<file path="config.mk">
export PLATFORM = sky130hd
export DESIGN_NAME = irq_arbiter_core
export DESIGN_NICKNAME = d
export VERILOG_FILES = /design/src/rtl/irq_arb_pkg.sv /design/src/rtl/irq_edge_gate.sv /design/src/rtl/irq_top_finder.sv /design/src/rtl/irq_pend_state.sv /design/src/rtl/irq_arbiter_core.sv
export SDC_FILE = /design/constraint.sdc
export NUM_CORES = 1
export LEC_CHECK = 0
export BUFFER_PORTS_ARGS = -buffer_cell sky130_fd_sc_hd__buf_4
export CAP_MARGIN = 20
export CORE_MARGIN = 2
export CORE_UTILIZATION = 50
export DETAILED_ROUTE_END_ITERATION = 8
export HOLD_SLACK_MARGIN = 0.12
export PLACE_DENSITY = 0.81
export SLEW_MARGIN = 20
export SYNTH_ARGS = -nofsm -noshare
export SYNTH_HDL_FRONTEND = slang
export SYNTH_SLANG_ARGS = --single-unit
</file>
<file path="constraint.sdc">
create_clock -name clk -period 3.3 [get_ports clk]
set_input_delay 0.66 -clock clk [delete_from_list [all_inputs] [get_ports clk]]
set_output_delay 0.66 -clock clk [all_outputs]
set_load 0.1 [all_outputs]
</file>
<file path="src/rtl/irq_arb_pkg.sv">
`timescale 1ns/1ps
package irq_arb_pkg;
  localparam int DEF_LINES = 8;
  localparam int DEF_VEC_W = 8;

  typedef enum logic [1:0] {
    ACK_NONE  = 2'd0,
    ACK_LINE  = 2'd1,
    ACK_SPUR  = 2'd2
  } ack_kind_t;
endpackage

</file>
<file path="src/rtl/irq_edge_gate.sv">
`timescale 1ns/1ps
module irq_edge_gate #(
  parameter int N = 8
) (
  input  logic         clk,
  input  logic         rst,
  input  logic [N-1:0] pins,
  input  logic [N-1:0] mask,
  output logic [N-1:0] new_req
);
  logic [N-1:0] prev_q;

  always_ff @(posedge clk) begin
    if (rst) prev_q <= '0;
    else     prev_q <= pins;
  end

  // rising edge on an unmasked line
  assign new_req = pins & ~prev_q & ~mask;
endmodule

</file>
<file path="src/rtl/irq_top_finder.sv">
`timescale 1ns/1ps
module irq_top_finder #(
  parameter int N  = 8,
  parameter int LW = $clog2(N)
) (
  input  logic [N-1:0]  vec,
  output logic [LW-1:0] idx,
  output logic          any
);
  always_comb begin
    idx = '0;
    any = 1'b0;
    for (int i = 0; i < N; i++) begin
      if (vec[i]) begin
        idx = LW'(i);
        any = 1'b1;
      end
    end
  end
endmodule

</file>
<file path="src/rtl/irq_pend_state.sv">
`timescale 1ns/1ps
module irq_pend_state #(
  parameter int N  = 8,
  parameter int LW = $clog2(N)
) (
  input  logic          clk,
  input  logic          rst,
  input  logic [N-1:0]  new_req,
  input  logic [N-1:0]  mask,
  input  logic          ack,
  input  logic          auto_eoi,
  input  logic          sel_any,
  input  logic [LW-1:0] sel_idx,
  input  logic          eoi_valid,
  input  logic [LW-1:0] eoi_line,
  output logic [N-1:0]  irr_q,
  output logic [N-1:0]  isr_q,
  output logic [N-1:0]  irr_nx,
  output logic [N-1:0]  isr_nx
);
  logic [N-1:0] clr_irr, set_isr, clr_isr;

  always_comb begin
    clr_irr = '0;
    set_isr = '0;
    clr_isr = '0;
    if (ack && sel_any) begin
      clr_irr[sel_idx] = 1'b1;
      if (auto_eoi) clr_isr[sel_idx] = 1'b1;
      else          set_isr[sel_idx] = 1'b1;
    end
    if (eoi_valid) clr_isr[eoi_line] = 1'b1;
    irr_nx = (irr_q & ~clr_irr) | new_req;
    isr_nx = (isr_q | set_isr) & ~clr_isr;
  end

  always_ff @(posedge clk) begin
    if (rst) begin
      irr_q <= '0;
      isr_q <= '0;
    end else begin
      irr_q <= irr_nx;
      isr_q <= isr_nx;
    end
  end


  irr_rise_from_edge_chk: assert property (@(posedge clk) disable iff (rst)
    ((irr_q & ~$past(irr_q)) & ~$past(new_req)) == '0);


  masked_never_latched_chk: assert property (@(posedge clk) disable iff (rst)
    ((irr_q & ~$past(irr_q)) & $past(mask)) == '0);


  isr_set_needs_ack_chk: assert property (@(posedge clk) disable iff (rst)
    ((isr_q & ~$past(isr_q)) != '0) |-> ($past(ack) && !$past(auto_eoi)));


  eoi_clears_bit_chk: assert property (@(posedge clk) disable iff (rst)
    eoi_valid |=> !isr_q[$past(eoi_line)]);
endmodule

</file>
<file path="src/rtl/irq_arbiter_core.sv">
`timescale 1ns/1ps
module irq_arbiter_core
  import irq_arb_pkg::*;
#(
  parameter int NUM_LINES = DEF_LINES,
  parameter int VEC_W     = DEF_VEC_W
) (
  input  logic                 clk,
  input  logic                 rst,
  input  logic [NUM_LINES-1:0] irq_pins,
  input  logic [NUM_LINES-1:0] mask,
  input  logic [VEC_W-1:0]     vec_base,
  input  logic [NUM_LINES-1:0] cascade_map,
  input  logic                 auto_eoi,
  input  logic                 ack,
  input  logic                 eoi_valid,
  input  logic [$clog2(NUM_LINES)-1:0] eoi_line,
  output logic                 int_pulse,
  output logic                 vec_valid,
  output logic [VEC_W-1:0]     vec_out,
  output logic                 slave_vec,
  output logic [NUM_LINES-1:0] irr_out,
  output logic [NUM_LINES-1:0] isr_out
);
  localparam int LW = $clog2(NUM_LINES);

  logic [NUM_LINES-1:0] new_req, irr_q, isr_q, irr_nx, isr_nx, fresh_ok;
  logic [LW-1:0]        sel_idx, re_idx;
  logic                 sel_any, re_any, re_blocked, recheck_en, pulse_d;
  ack_kind_t            ack_kind;
  logic [VEC_W-1:0]     vec_d;
  logic                 slave_d;

  irq_edge_gate #(.N(NUM_LINES)) u_edge (
    .clk(clk), .rst(rst), .pins(irq_pins), .mask(mask), .new_req(new_req)
  );

  irq_top_finder #(.N(NUM_LINES), .LW(LW)) u_sel (
    .vec(irr_q), .idx(sel_idx), .any(sel_any)
  );

  irq_pend_state #(.N(NUM_LINES), .LW(LW)) u_state (
    .clk(clk), .rst(rst), .new_req(new_req), .mask(mask),
    .ack(ack), .auto_eoi(auto_eoi), .sel_any(sel_any), .sel_idx(sel_idx),
    .eoi_valid(eoi_valid), .eoi_line(eoi_line),
    .irr_q(irr_q), .isr_q(isr_q), .irr_nx(irr_nx), .isr_nx(isr_nx)
  );

  irq_top_finder #(.N(NUM_LINES), .LW(LW)) u_recheck (
    .vec(irr_nx), .idx(re_idx), .any(re_any)
  );

  // new request passes if nothing in service at or above its line
  for (genvar g = 0; g < NUM_LINES; g++) begin : g_fresh
    assign fresh_ok[g] = new_req[g] & ~(|isr_q[NUM_LINES-1:g]);
  end

  always_comb begin
    re_blocked = 1'b0;
    for (int i = 0; i < NUM_LINES; i++)
      if (i >= int'(re_idx) && isr_nx[i]) re_blocked = 1'b1;
  end

  assign recheck_en = eoi_valid | (ack & auto_eoi & sel_any);
  assign pulse_d    = (|fresh_ok) | (recheck_en & re_any & ~re_blocked);

  always_comb begin
    ack_kind = ACK_NONE;
    if (ack) ack_kind = sel_any ? ACK_LINE : ACK_SPUR;
    vec_d   = vec_base | {{(VEC_W-LW){1'b0}}, {LW{1'b1}}};
    slave_d = 1'b0;
    if (ack_kind == ACK_LINE) begin
      if (cascade_map[sel_idx]) begin
        slave_d = 1'b1;
        vec_d   = '0;
      end else begin
        vec_d = vec_base | {{(VEC_W-LW){1'b0}}, sel_idx};
      end
    end
  end

  always_ff @(posedge clk) begin
    if (rst) begin
      int_pulse <= 1'b0;
      vec_valid <= 1'b0;
      vec_out   <= '0;
      slave_vec <= 1'b0;
    end else begin
      int_pulse <= pulse_d;
      vec_valid <= (ack_kind != ACK_NONE);
      if (ack_kind != ACK_NONE) begin
        vec_out   <= vec_d;
        slave_vec <= slave_d;
      end
    end
  end

  assign irr_out = irr_q;
  assign isr_out = isr_q;


  spurious_vector_chk: assert property (@(posedge clk) disable iff (rst)
    (ack && irr_out == '0 && !eoi_valid) |=>
      (vec_valid && !slave_vec && vec_out[LW-1:0] == {LW{1'b1}} && isr_out == $past(isr_out)));


  slave_zero_vec_chk: assert property (@(posedge clk) disable iff (rst)
    slave_vec |-> (vec_out == '0));


  ack_clears_top_chk: assert property (@(posedge clk) disable iff (rst)
    (ack && irr_out != '0) |=> ($countones(irr_out & ~$past(new_req)) < $countones($past(irr_out))));
endmodule

</file>
# Yosys cells after proc, flatten, opt, wreduce, memory -nomap -nowiden
# Cells that the tools add are included.
totals:
  reg_bits: 35
  inputBits: 40
  elab_cells: 129
op_classes:
  n_lt_le_gt_ge: 11
  eq_ne: 1
  n_mux: 56
  n_bitwise: 35
  reduce_logical: 19
ops:
  columns: ["operator", "n"]
  rows:
  - ["two-way mux 8 bit", 8]
  - ["AND 8 bit", 4]
  - ["NOT 8 bit", 4]
  - ["two-way mux 1 bit", 31]
  - ["two-way mux 3 bit", 8]
  - ["OR 8 bit", 3]
  - ["OR reduction 8 bit", 2]
  - ["AND 1 bit", 12]
  - ["two-way mux 2 bit", 6]
  - ["logical AND 1 bit", 10]
  - ["greater-or-equal comparator 3 bit (first input constant)", 3]
  - ["NOT 1 bit", 9]
  - ["< comparator 3 x 4 -> 1 bit (second input constant)", 2]
  - ["OR 8 x 3 -> 8 bit", 1]
  - ["OR reduction 7 bit", 1]
  - ["demux 1 bit (select 3 bit)", 2]
  - ["greater-or-equal comparator 1 x 3 -> 1 bit (first input constant)", 2]
  - ["greater-or-equal comparator 2 x 3 -> 1 bit (first input constant)", 2]
  - ["greater-or-equal comparator 3 x 1 -> 1 bit (second input constant)", 2]
  - ["OR reduction 6 bit", 1]
  - ["OR reduction 5 bit", 1]
  - ["OR reduction 4 bit", 1]
  - ["binary-select mux 1 bit (select 3 bit)", 1]
  - ["OR reduction 3 bit", 1]
  - ["4 further kinds", 5]

# Logic depth before layout (Yosys ltp)
depth:
  word_depth: 35
  mapped_depth: 9
  depth_no_buf: 7

# Cells and area by module
# From an unflattened synthesis, not the netlist that was laid out.
hier_totals:
  hier_cells: 234
  area_unflattened_um2: 1924.3
by_module_without_submodules:
  columns: ["mod", "instances", "cells_per_inst", "area_each_um2", "seq_area_each_um2"]
  rows:
  - ["irq_pend_state", 1, 103, 832.0, 320.3]
  - ["irq_arbiter_core", 1, 83, 686.9, 220.2]
  - ["irq_edge_gate", 1, 24, 290.3, 160.2]
  - ["irq_top_finder", 2, 12, 57.6, 0.0]

# Worst setup path before layout
# No wires, ideal clock.
synth_path:
  kind: "reg-to-reg"
  start: "register u_state.irr_q[5]"
  end: "register vec_out[3]"
  setup_time_ps: 119
  arrival_time_ps: 2525
  required_ps: 3181
  setup_slack_ps: 656
  path_stages_with_launch: 10
  synth_period_minus_slack_ps: 2644
  cell_sequence: "dfxtp_1 > buf_6 > nor2_1 > a211oi_2 > o21a_1 > o211ai_1 > a21o_1 > and2_1 > buf_6 > a22o_1"
synth_between:
  elab_chain_len: 7
  elab_cells_between_ends: 14
synth_rtl:
  columns: ["item", "line_no", "text"]
  rows:
  - ["start: declaration", "irq_pend_state.sv:16", "output logic [N-1:0] irr_q,"]
  - ["start signal: assignment", "irq_pend_state.sv:42", "irr_q <= irr_nx;"]
  - ["two-way mux 3 bit / two-way mux 1 bit (equally long branches) (3 in series)", "irq_top_finder.sv:14", "if (vec[i]) begin"]
  - ["binary-select mux 1 bit (select 3 bit) / two-way mux 2 bit (equally long branches)", "irq_arbiter_core.sv:73, irq_arbiter_core.sv:69", null]
  - ["two-way mux 1 bit (not written as such) / two-way mux 2 bit (equally long branches)", "irq_arbiter_core.sv:73, irq_arbiter_core.sv:69", null]
  - ["two-way mux 8 bit / == test 2 x 1 -> 1 bit (equally long branches)", "irq_arbiter_core.sv:73, irq_arbiter_core.sv:72", null]
  - ["two-way mux 8 bit", "irq_arbiter_core.sv:72", "if (ack_kind == ACK_LINE) begin"]
  - ["end signal: assignment", "irq_arbiter_core.sv:92", "vec_out <= vec_d;"]
  - ["end: declaration", "irq_arbiter_core.sv:20", "output logic [VEC_W-1:0] vec_out,"]
# Several ways; a longest one is shown, not always the timed one. The select of a mux whose other input is x is not followed.
# A chain may end at the register's enable or synchronous reset.

# Final worst setup path
layout_path:
  start: "register u_state.irr_q[5]"
  end: "register vec_out[4]"
# The elaborated chain is that of the path after synthesis.

==> results.yml <==
clock_tree:
  numClockSinks: 35
  clk_pin_slew_ns: 0.10
  cts_resized: 0
  post-cts-setup-buffer-count: 0
  clk_latency_ns: 0.34
  cts_root_buf: "clkbuf_4"
  holdBufCountCts: 0
  ctsLongestPathBuffers: 2
  cts_made_buffers: 5
  htree_levels: 2
  cts_tree: "built"
run_status:
  status: "completed"
sta:
  setup_violations: 0
  finalCritPeriodShare_pct: 70.8
  hold_viol: 0
  fin_setup_tns_ns: 0
  slew_headroom_pct: 64.7
  rsz0062_at_grt: "false"
  drv_slew: 0
  worstMarginPinSlew_ns: 0.525
  finalClockSkew_ns: 0.00723
  fin_crit_ns: 2.34
  timing.fmax_mhz: 428
placement:
  routabilityCongestion: 0.917
  dpl.hpwl_mm: 3.27
  portBuffers: 66
  dp_cells: 303
job:
  cap_violations: 0
synth:
  syn_area_per_cell_um2: 8.71
  synth_top_family_by_area: "simple AND/OR/NAND/NOR gates"
  syn-instance-count: 200
  synthAdderAreaFrac_pct: 0
  synth_nets: 240
  yosys_most_used_dff: "dfxtp_1"
  synthSimpleGateAreaFrac_pct: 31.5
  ys_warn_count: 0
  synthMuxAreaShare_pct: 1.22
  synth_seq_cells: 35
  synth_top_area_cell: "dfxtp_1"
  synth_top_area_share_pct: 40.2
  async_flop_share_pct: 0
  synth_area_um2: 1740
  synth-edff-count: 0
  synth-compound-area-share_pct: 22.9
  synth.distinct_cells: 54
  synth_xor_area_share_pct: 0
  seq_area_frac_synth_pct: 40.2
  ys_top_cells_by_area: "dfxtp_1, nor2_1, a22o_1"
finish:
  final_common_cell: "buf_4"
  final_cell_mix: "buf_4, dfxtp_1, nor2_1, nand2_1, nor2b_1"
  final_cells: 311
  area_growth_pct: 31.5
  layout-drive-gt1-share_pct: 31.7
  finalNetCount: 304
  num_antenna_cells: 0
global_route:
  track_usage_pct: 23.5
  antenna_found_initial: 0
  grt_overflow: 0
  grt_pass1_vias: 1597
  grt_pass1_wl_mm: 7.45
  grt_max_degree: 30
power:
  p_leak_nw: 1.00
  power_density_nw_per_um2: 464
  max-vdd-ir-drop_v: 0.000233
route:
  drtIter0Drc: 67
  routed_wl_mm: 4.37
  via_per_inst: 5.60
  first_pass_iters: 4
  drc: 0
  ant_nets: 0
  vias: 1743
  wl_per_cell_um: 14.0
critical_path:
  worst-path-buf-inv: 0
  setup.worst_path.end_class: "flip-flop"
  crit_fanout: 12
  cp_top_family: "compound AO/OA/AOI/OAI gates"
  cpMostUsedCell: "a21o_1"
  start_kind: "flip-flop"
  crit_type: "flip-flop to flip-flop"
  worstPathArrival_ns: 2.62
  crit_chain: "and2b_4 -> a21o_1 -> mux2_1 -> a221oi_2 -> a21o_1 -> and2_1 -> a22o_1"
  crit_start: "u_state.irr_q[5]"
  cp.required_ns: 3.58
  max_stage_delay_ns: 0.56
  critPathSlowestCell: "dfxtp_1"
  regToRegStartpoint: "u_state.irr_q[5]"
floorplan:
  core_um2: 3340
  rows: 21
  dieArea_um2: 3970
  initial_utilization_pct: 52.2
  die_w_um: 63.0
  die_h_um: 63.0
  ios: 67
hold_path:
  min_from: "slave_vec"
  hold_class: "flip-flop to flip-flop"
==> worst min-delay path, cell delays in order (launching register included) <==
cell and delay (ns):
dfxtp_1 0.32, nand2_1 0.05, a21oi_1 0.05
==> report_power, final <==
group	internal (W)	total (W)	switching, W	leakage, nW
Sequential	0.000449	0.000471	0.0000219	0.288
Clock	0.0000830	0.000224	0.000141	0.0293
Combinational	0.000116	0.000369	0.000254	0.684
==> synthesized netlist by cell type (3+ instances only) <==
library cell  number
a21o_1             4
a21oi_1            9
a22o_1             8
a31oi_1            3
and2_1             4
buf_1              3
dfxtp_1           35
inv_1              5
nand2_1           13
nand3_1            6
nor2_1            33
nor2b_1           11
nor3_1             5
nor3b_1            5
o21ai_0            3
o21ai_1            3
==> layout make-up <==
cell class                      count  area (um^2)
Clock buffer                        7         45.0
Clock inverter                      1         5.00
Fill cell                         292         1050
Inverter                            5         18.8
Multi-Input combinational cell    151          968
Sequential cell                    35          701
Tap cell                           46         57.6
Timing Repair Buffer               66          495
==> final timing paths <==
| check | endpoint | slack [ns] | cells after the start |
|---|---|---|---|
| setup reg to reg | vec_out[4] | 0.96 | 7 |
| hold reg to reg | slave_vec | 0.46 | 2 |
| hold / removal | slave_vec | 0.46 | 2 |
| setup / recovery | vec_out[4] | 0.96 | 7 |
==> routing by layer <==
metal / GRT usage, % / wire, um
met1: 33.2 / 2020
met2: 35.1 / 1900
met3: 5.59 / 377
met4: 7.50 / 65
met5: 0 / 0
==> logic make-up (layout without fill, tap and decap cells) <==
kind of cell / after synthesis / count (layout)
simple gates: 97 / 97
compound gates: 52 / 52
mux: 2 / 2
flops: 35 / 35
buf+inv: 14 / 79
==> flip-flops by register name, indices dropped and copies added, names as in the netlist <==
| name | flops |
|---|---|
| int_pulse | 1 |
| vec_valid | 1 |
| vec_out | 8 |
| slave_vec | 1 |
| u_edge.prev_q | 8 |
| u_state.irr_q | 8 |
| u_state.isr_q | 8 |
==> through the flow <==
| step | instance area, um^2 | utilization [%] | setup slack [ns] | power, W | hold WS, ns |
|---|---|---|---|---|---|
| finish | 2290 | 68.7 | 0.963 | 0.00106 | 0.462 |
| floorplan | 1740 | - | 0.656 | 0.000753 | 0.507 |
| global route | 2290 | 68.7 | 0.772 | 0.00112 | 0.497 |
| global placement | 2240 | 67.2 | 1.00 | 0.000846 | 0.447 |
| detailed placement | 2240 | 67.2 | 0.993 | 0.000848 | 0.451 |
| CTS | 2290 | 68.7 | 0.962 | 0.00107 | 0.465 |
(Power assumes the default switching activity.)
